$ cat src/rtl/modexp_pkg.sv
package modexp_pkg;

    typedef enum logic [2:0] {
        ST_IDLE,
        ST_ENT_SQ,
        ST_ENT_ACC,
        ST_PICK,
        ST_MUL,
        ST_SQR,
        ST_EXIT
    } seq_st_e;

    localparam logic [1:0] A_BASE = 2'd0;
    localparam logic [1:0] A_ACC  = 2'd1;
    localparam logic [1:0] A_SQ   = 2'd2;
    localparam logic [1:0] A_R2   = 2'd3;
    localparam logic [1:0] B_ONE  = 2'd0;
    localparam logic [1:0] B_R2   = 2'd1;
    localparam logic [1:0] B_SQ   = 2'd2;
    localparam logic [1:0] D_ACC  = 2'd0;
    localparam logic [1:0] D_SQ   = 2'd1;
    localparam logic [1:0] D_RES  = 2'd2;

    typedef struct packed {
        logic [1:0] a;
        logic [1:0] b;
        logic [1:0] d;
    } mm_op_t;

    typedef struct packed {
        seq_st_e    st;
        logic       pend;
        logic       last;
        logic       busy;
        logic       done;
        logic       go;
        mm_op_t     op;
    } ctl_t;

    function automatic mm_op_t op_for(seq_st_e s);
        mm_op_t o;
        case (s)
            ST_ENT_SQ:  o = '{a: A_BASE, b: B_R2,  d: D_SQ};
            ST_ENT_ACC: o = '{a: A_R2,   b: B_ONE, d: D_ACC};
            ST_MUL:     o = '{a: A_ACC,  b: B_SQ,  d: D_ACC};
            ST_SQR:     o = '{a: A_SQ,   b: B_SQ,  d: D_SQ};
            default:    o = '{a: A_ACC,  b: B_ONE, d: D_RES};
        endcase
        return o;
    endfunction

endpackage

$ cat src/rtl/modexp_expreg.sv
module modexp_expreg #(
    parameter int EXP_W = 64
) (
    input  logic             clk,
    input  logic             rst_n,
    input  logic             load,
    input  logic [EXP_W-1:0] load_val,
    input  logic             shift,
    output logic             bit0,
    output logic             rest_zero,
    output logic             all_zero,
    output logic             cnt_zero
);
    localparam int CNT_W = $clog2(EXP_W + 1);

    typedef struct packed {
        logic [EXP_W-1:0] e;
        logic [CNT_W-1:0] n;
    } er_t;

    er_t r_d, r_q;

    always_comb begin
        r_d = r_q;
        if (load) begin
            r_d.e = load_val;
            r_d.n = CNT_W'(EXP_W);
        end else if (shift) begin
            r_d.e = r_q.e >> 1;
            r_d.n = r_q.n - 1'b1;
        end
    end

    always_ff @(posedge clk) begin
        if (!rst_n) r_q <= '0;
        else        r_q <= r_d;
    end

    assign bit0      = r_q.e[0];
    assign rest_zero = (r_q.e[EXP_W-1:1] == '0);
    assign all_zero  = (r_q.e == '0);
    assign cnt_zero  = (r_q.n == '0);
endmodule

$ cat src/rtl/modexp_ctrl.sv
module modexp_ctrl
    import modexp_pkg::*;
(
    input  logic       clk,
    input  logic       rst_n,
    input  logic       cmd_start,
    input  logic       cmd_cont,
    input  logic       cmd_last,
    input  logic       mm_done,
    input  logic       bit0,
    input  logic       rest_zero,
    input  logic       all_zero,
    input  logic       cnt_zero,
    output logic       exp_load,
    output logic       exp_shift,
    output logic       busy,
    output logic       done,
    output logic       mm_start,
    output mm_op_t     mm_op
);
    ctl_t c_d, c_q;

    always_comb begin
        c_d       = c_q;
        c_d.go    = 1'b0;
        c_d.done  = 1'b0;
        exp_load  = 1'b0;
        exp_shift = 1'b0;
        case (c_q.st)
            ST_IDLE: begin
                if (cmd_start) begin
                    exp_load  = 1'b1;
                    c_d.busy  = 1'b1;
                    c_d.last  = cmd_last;
                    c_d.st    = cmd_cont ? ST_PICK : ST_ENT_SQ;
                end
            end
            ST_PICK: begin
                if (c_q.last ? all_zero : cnt_zero) begin
                    if (c_q.last) begin
                        c_d.st = ST_EXIT;
                    end else begin
                        c_d.st   = ST_IDLE;
                        c_d.busy = 1'b0;
                        c_d.done = 1'b1;
                    end
                end else begin
                    c_d.st = bit0 ? ST_MUL : ST_SQR;
                end
            end
            default: begin
                if (!c_q.pend) begin
                    c_d.go   = 1'b1;
                    c_d.pend = 1'b1;
                    c_d.op   = op_for(c_q.st);
                end else if (mm_done) begin
                    c_d.pend = 1'b0;
                    case (c_q.st)
                        ST_ENT_SQ:  c_d.st = ST_ENT_ACC;
                        ST_ENT_ACC: c_d.st = ST_PICK;
                        ST_MUL:     c_d.st = (c_q.last && rest_zero) ? ST_EXIT : ST_SQR;
                        ST_SQR: begin
                            exp_shift = 1'b1;
                            c_d.st    = ST_PICK;
                        end
                        default: begin
                            c_d.st   = ST_IDLE;
                            c_d.busy = 1'b0;
                            c_d.done = 1'b1;
                        end
                    endcase
                end
            end
        endcase
    end

    always_ff @(posedge clk) begin
        if (!rst_n) begin
            c_q <= '{st: ST_IDLE, pend: 1'b0, last: 1'b0, busy: 1'b0,
                     done: 1'b0, go: 1'b0, op: '0};
        end else begin
            c_q <= c_d;
        end
    end

    assign busy     = c_q.busy;
    assign done     = c_q.done;
    assign mm_start = c_q.go;
    assign mm_op    = c_q.op;
endmodule

$ cat src/rtl/modexp_seq.sv
module modexp_seq
    import modexp_pkg::*;
#(
    parameter int EXP_W = 64
) (
    input  logic             clk,
    input  logic             rst_n,
    input  logic             cmd_start,
    input  logic             cmd_cont,
    input  logic             cmd_last,
    input  logic [EXP_W-1:0] cmd_exp,
    output logic             busy,
    output logic             done,
    output logic             mm_start,
    input  logic             mm_done,
    output logic [1:0]       mm_a_sel,
    output logic [1:0]       mm_b_sel,
    output logic [1:0]       mm_dst
);
    logic   ld, sh, b0, rz, az, cz;
    mm_op_t op;

    modexp_expreg #(.EXP_W(EXP_W)) u_exp (
        .clk       (clk),
        .rst_n     (rst_n),
        .load      (ld),
        .load_val  (cmd_exp),
        .shift     (sh),
        .bit0      (b0),
        .rest_zero (rz),
        .all_zero  (az),
        .cnt_zero  (cz)
    );

    modexp_ctrl u_ctl (
        .clk       (clk),
        .rst_n     (rst_n),
        .cmd_start (cmd_start),
        .cmd_cont  (cmd_cont),
        .cmd_last  (cmd_last),
        .mm_done   (mm_done),
        .bit0      (b0),
        .rest_zero (rz),
        .all_zero  (az),
        .cnt_zero  (cz),
        .exp_load  (ld),
        .exp_shift (sh),
        .busy      (busy),
        .done      (done),
        .mm_start  (mm_start),
        .mm_op     (op)
    );

    assign mm_a_sel = op.a;
    assign mm_b_sel = op.b;
    assign mm_dst   = op.d;
endmodule

$ cat config.mk
export PLATFORM = sky130hd
export DESIGN_NAME = modexp_seq
export DESIGN_NICKNAME = d
export VERILOG_FILES = /design/src/rtl/modexp_pkg.sv /design/src/rtl/modexp_expreg.sv /design/src/rtl/modexp_ctrl.sv /design/src/rtl/modexp_seq.sv
export SDC_FILE = /design/constraint.sdc
export NUM_CORES = 1
export LEC_CHECK = 0
export CAP_MARGIN = 20
export CORE_ASPECT_RATIO = 1.2
export CORE_UTILIZATION = 53
export DETAILED_ROUTE_END_ITERATION = 7
export GPL_ROUTABILITY_DRIVEN = 0
export PLACE_DENSITY = 0.77
export SLEW_MARGIN = 30
export SYNTH_ARGS = -nofsm -noshare
export SYNTH_HDL_FRONTEND = slang
export SYNTH_HIERARCHICAL = 1
export SYNTH_SLANG_ARGS = --single-unit
$ cat constraint.sdc
create_clock -name clk -period 2.4 [get_ports clk]
set_input_delay 0.48 -clock clk [delete_from_list [all_inputs] [get_ports clk]]
set_output_delay 0.48 -clock clk [all_outputs]
set_load 0.02 [all_outputs]
* After elaboration in Yosys (flattened, before gate mapping)
Index checks and enable logic that the tools add are counted.
** Word-level totals
- Logic and storage cells :: 72
- Memories :: 0
- Latch bits :: 0
- Output and inout port bits :: 9
- Memory bits (read-only) :: 0
- Memory bits (writable) :: 0
- Register bits after elaboration :: 85
- Input port bits :: 70
** Operators by class
- Bitwise logic cells :: 3
- Divide/modulo/power cells :: 0
- Multipliers :: 0
- Muxes and demuxes :: 30
- Equal/unequal tests :: 9
- Reductions and logical operators :: 17
- Add/sub/neg operators :: 1
- Magnitude comparators :: 0
- Shift-type cells :: 0
** Operator list (number)
- $mux 71 :: 2
- $logic_not 64->1 :: 1
- $logic_not 63->1 :: 1
- $pmux 6 s4 :: 1
- $mux 2 :: 7
- $mux 3 :: 4
- $mux 1 :: 10
- $pmux 3 s3 :: 1
- $logic_not 7->1 :: 1
- $mux 7 :: 1
- $sub 7x1->7 const B :: 1
- $eq 3x2->1 const B :: 2
- $eq 3x3->1 const B :: 2
- $pmux 3 s2 :: 1
- $reduce_and 6->1 :: 1
- $reduce_bool 3->1 :: 2
- $reduce_or 2->1 :: 3
- $mux 4 :: 1
- $ne 2x2->1 const B :: 2
- $pmux 1 s2 :: 2
- $reduce_and 2->1 :: 2
- $reduce_or 4->1 :: 1
- $eq 3x1->1 const B :: 1
- $logic_not 3->1 :: 1
- other kinds (7) :: 9

* Logic depth before layout (Yosys ltp)
- Word-level depth :: 7
- Depth in mapped cells :: 9
- Mapped depth without buffers :: 8

* Hierarchy
The synthesis kept the hierarchy.
** By module, submodules not included
- modexp_expreg :: cells an instance 405, seq. area each 1421.4 um^2, area each 3483.3 um^2, instances 1
- modexp_ctrl :: cells an instance 108, seq. area each 280.3 um^2, area each 853.3 um^2, instances 1

* Worst setup path after synthesis
OpenSTA, ideal clock, no wires.
- Kind :: register to register
- Start point :: register u_ctl/c_q[13] (netlist bit)
- End point :: register u_exp/r_q[46] (netlist bit)
- Path slack :: 0.548 ns
- Clock period less this slack :: 1.852 ns
- Stages on the path, launching flop included :: 10
- Path buffers :: 4
- Arrival time :: 1.737 ns
- Cell sequence :: dfxtp_1 buf_2 nand3_1 nor2_1 buf_2 buf_4 buf_6 mux2i_1 o21ai_0 and2_1
** On the way
- Longest elaborated chain between the ends :: 6
- Elaborated cells between the ends (all ways) :: 11
- Classes of those cells :: eq/ne (2); mux (6); reduce/logical (3)
** Ends and longest elaborated chain
- start: declaration :: RTL line modexp_ctrl.sv:21 : ctl_t c_d, c_q;
- start signal: assignment :: RTL line modexp_ctrl.sv:79 : c_q <= '{st: ST_IDLE, pend: 1'b0, last: 1'b0, busy: 1'b0,
- $eq 3x3->1 :: RTL line modexp_ctrl.sv:58 : case (c_q.st)
- $mux 1 :: RTL line modexp_ctrl.sv:58
- $mux 1 :: RTL line modexp_ctrl.sv:56 : end else if (mm_done) begin
- $mux 1 :: RTL line modexp_ctrl.sv:52 : if (!c_q.pend) begin
- $mux 1 (*) :: RTL line modexp_ctrl.sv:29 : case (c_q.st)
- via sh :: RTL line modexp_seq.sv:20 : logic ld, sh, b0, rz, az, cz;
- $reduce_bool 2->1 (no source line) (*)
- end signal: assignment :: RTL line modexp_expreg.sv:36 : else r_q <= r_d;
- end: declaration :: RTL line modexp_expreg.sv:21 : er_t r_d, r_q;
The timed path passes the listed nets; every way through them passes the cells marked *.
A chain may end at the register's enable or synchronous reset.

* Final worst setup path
- Start point :: register u_exp/r_q[50] (netlist bit)
- End point :: register u_ctl/c_q[12] (netlist bit)
** On the way
- Longest elaborated chain between the ends :: 7
- Elaborated cells between the ends (all ways) :: 10
- Classes of those cells :: mux (7); reduce/logical (3)
** Ends and longest elaborated chain
- $logic_not 63->1 :: RTL line modexp_expreg.sv:40 : assign rest_zero = (r_q.e[EXP_W-1:1] == '0);
- via rz :: RTL line modexp_seq.sv:20
- $logic_and 1x1->1 :: RTL line modexp_ctrl.sv:61 : ST_MUL: c_d.st = (c_q.last && rest_zero) ? ST_EXIT : ST_SQR;
- $mux 2 :: RTL line modexp_ctrl.sv:61
- $pmux 3 s3 :: RTL line modexp_ctrl.sv:58
- $mux 4 :: RTL line modexp_ctrl.sv:56
- $mux 3 :: RTL line modexp_ctrl.sv:52
- $pmux 3 s2 :: RTL line modexp_ctrl.sv:29
The timed path passes the listed nets, and every way through them passes these cells. The select of a mux whose other input is x is not followed.

==> flow_summary_export.csv <==
group,metric,value,unit
clocking,clock-sinks,85,
grt,grt_use_total,22.6,%
grt,grt_max_degree,47,
synthesis,synth_area_leaders,"dfxtp_1, mux2i_1, and2_1",
sta,drv_slew,0,
cells_and_area,layout-drive-gt1-share,7.39,%
grt,grt_pass1_vias,3503,
detailed_routing,firstDrtPassIters,6,
synthesis,synth_seq_cells,85,
setup_path,critPathKind,"flop to flop",
detailed_routing,route.detailed.drc,5,
clocking,insertion_delay,340,ps
clocking,cts_hold_buf,0,
sta,rsz0062_at_grt,"false",
floorplan,coreArea,0.00779,mm2
grt,grtUsageMet1,26.2,%
detailed_routing,via_per_inst,5.40,
synthesis,synth.cell_area,0.00434,mm2
synthesis,yosysWarningCount,6,
synthesis,async_flop_share,0,%
floorplan,rows,35,
power,power_leakage,1.88,nW
power,powerDensity,848,mW/mm2
synthesis,synth_flop_cell,"dfxtp_1",
cells_and_area,diodes,0,
min_path,holdCritPathClass,"flop to flop",
power,irDropWorstVdd,453,uV
grt,antenna_found_initial,0,
floorplan,fp.dieH,101,um
grt,use_met2,40.8,%
synthesis,synth_top_cell_area_share,39.2,%
synthesis,syn_area_per_cell,8.45,um2
sta,period_needed,2130,ps
cells_and_area,synthToLayoutAreaGrowth,24.6,%
synthesis,ys_seq_area_share,39.2,%
clocking,numCtsBuffers,9,
power,power,4.59,mW
sta,timing.final.crit_share,88.6,%
floorplan,dieArea,0.00855,mm2
floorplan,die_x,84.6,um
detailed_routing,ant_nets,0,
cells_and_area,nNetsFinal,650,
sta,fin_hold_ws,472,ps
cells_and_area,seq_area,0.00170,mm2
clocking,cts_root_buf,"clkbuf_8",
synthesis,synthCells,513,
clocking,clk_pin_slew,80,ps
cells_and_area,fillerInstances,655,
detailed_routing,drt_wl_total,9.26,mm
sta,setup_tns,0,ps
setup_path,setup.worst_path.end_class,"flop",
run_status,status,"finished, violations left",
cells_and_area,multiInputGateArea,0.00240,mm2
clocking,tritoncts,"done",
sta,fmax,470,MHz
detailed_routing,vias,3640,
detailed_routing,drtIter0Drc,107,
min_path,holdPathStages,2,
setup_path,critPathMaxFanout,3,
setup_path,reg2reg_depth,8,
sta,skew,10.9,ps
sta,final_hold_viol_count,0,
sta,max_slew_margin,64.4,%
sta,worst_pin_slew,527,ps
grt,use_met3,3.52,%
job,maxCapViolCount,0,
floorplan,start_util,55.6,%
setup_path,startpoint_type,"flop",
clocking,htreeDepth,3,
floorplan,io_pins,79,
placement,dp.final_hpwl,6.77,mm
synthesis,synth_cell_types,40,
grt,grt_pass1_wl,15.4,mm
grt,busiest_layer,"met2",
grt,grt_remaining_overflow,0,
synthesis,synth_top_cell_by_area,"dfxtp_1",
detailed_routing,wl_per_cell,13.7,um
clocking,clockBufferDepth,2,
run_status,failed_checks,"DRC",
sta,setup_viol,0,
setup_path,required,2660,ps
placement,port_buffers,78,
synthesis,syn-num-nets,585,
setup_path,arrival,2390,ps
synthesis,synth_edf_count,0,
## placed cells by master (no fill, tap or decap), types with 7 or more instances in the layout
| master | instances |
|---|---|
| clkbuf_8 | 10 |
| mux2i_1 | 66 |
| clkdlybuf4s50_1 | 77 |
| nor4_1 | 14 |
| dfxtp_1 | 85 |
| o21ai_0 | 67 |
| buf_4 | 11 |
| nor2_1 | 19 |
| a21oi_1 | 11 |
| buf_12 | 7 |
| nand2_1 | 79 |
| and2_1 | 63 |
## logic make-up (layout without fill, tap and decap cells)
logic type               Yosys count  count (layout)  synth area share [%]
flip-flops                        85              85                  39.2
AO/OA/AOI/OAI                     95              95                  12.0
buffers and inverters             47             116                  5.68
AND/OR/NAND/NOR                  212             212                  26.1
XOR/XNOR                           6               6                  1.21
multiplexers                      66              66                  15.2
adder cells (fa/ha/maj)            2               2                 0.577
## power breakdown
part | switching (mW) | internal [mW]
logic | 0.938 | 0.853
clock network | 0.490 | 0.396
registers | 0.213 | 1.70
total | 1.64 | 2.94
## stage by stage
stage,utilization (%),instance area [um2],cells,setup slack [ps]
2_1_floorplan,-,4340,513,548
3_3_place_gp,67.1,5230,659,146
3_5_place_dp,67.1,5230,659,128
4_1_cts,69.2,5400,674,224
5_1_grt,69.3,5410,674,30.6
6_report,69.3,5410,674,273
## worst max-delay path: stages (launching register included)
cell and delay [ps]:
dfxtp_1 330, nor4_1 320, nand4_1 240, nor4_4 390, nor2b_1 170, nand2_1 80
o22ai_1 170, a21oi_1 110, o32ai_2 240
## sequential cells by signal, indices dropped and copies added (netlist names)
signal	flops
u_ctl/c_q	5
u_ctl/mm_op	6
u_ctl/mm_start	1
u_exp/r_q	70
u_ctl/busy	1
u_exp/bit0	1
u_ctl/done	1
## per-layer routing
metal,up-vias,wire length (um)
met2,78,4710
met5,-,0
met1,1666,4040
li1,1877,-
met4,0,237
met3,19,274
## cell usage after synthesis, types with 4 or more instances
library cell,number
dfxtp_1,85
nor4_1,14
o21ai_0,67
nand2b_1,6
clkbuf_1,22
nor2b_1,6
a21oi_1,11
mux2i_1,66
nand4_1,5
buf_4,8
nor2_1,20
xnor2_1,4
nand2_1,79
inv_1,4
buf_2,8
and2_1,63
buf_6,4
nand3_1,4
## worst paths after layout
check	start	to	slack (ps)
worst min-delay path	u_ctl/mm_op[4]	u_ctl/mm_op[4]	470
worst max register to register	u_exp/r_q[50]	u_ctl/c_q[12]	270
worst max-delay path	u_exp/r_q[50]	u_ctl/c_q[12]	270
worst min register to register	u_ctl/mm_op[4]	u_ctl/mm_op[4]	470
## area by class of cell
type | instances | area share (%)
clock buffers | 11 | 2.62
clock inverters | 4 | 0.463
inverters | 5 | 0.347
multi-input cells | 381 | 44.5
flip-flops and latches | 85 | 31.5
well taps | 92 | 2.13
repair buffers | 96 | 18.5
## what timing repair did
action | in CTS | in global routing
setup endpoints to repair | 0 | 1
buffers inserted | 0 | 0
resized for setup | 0 | 1
(Power assumes the default switching activity.)
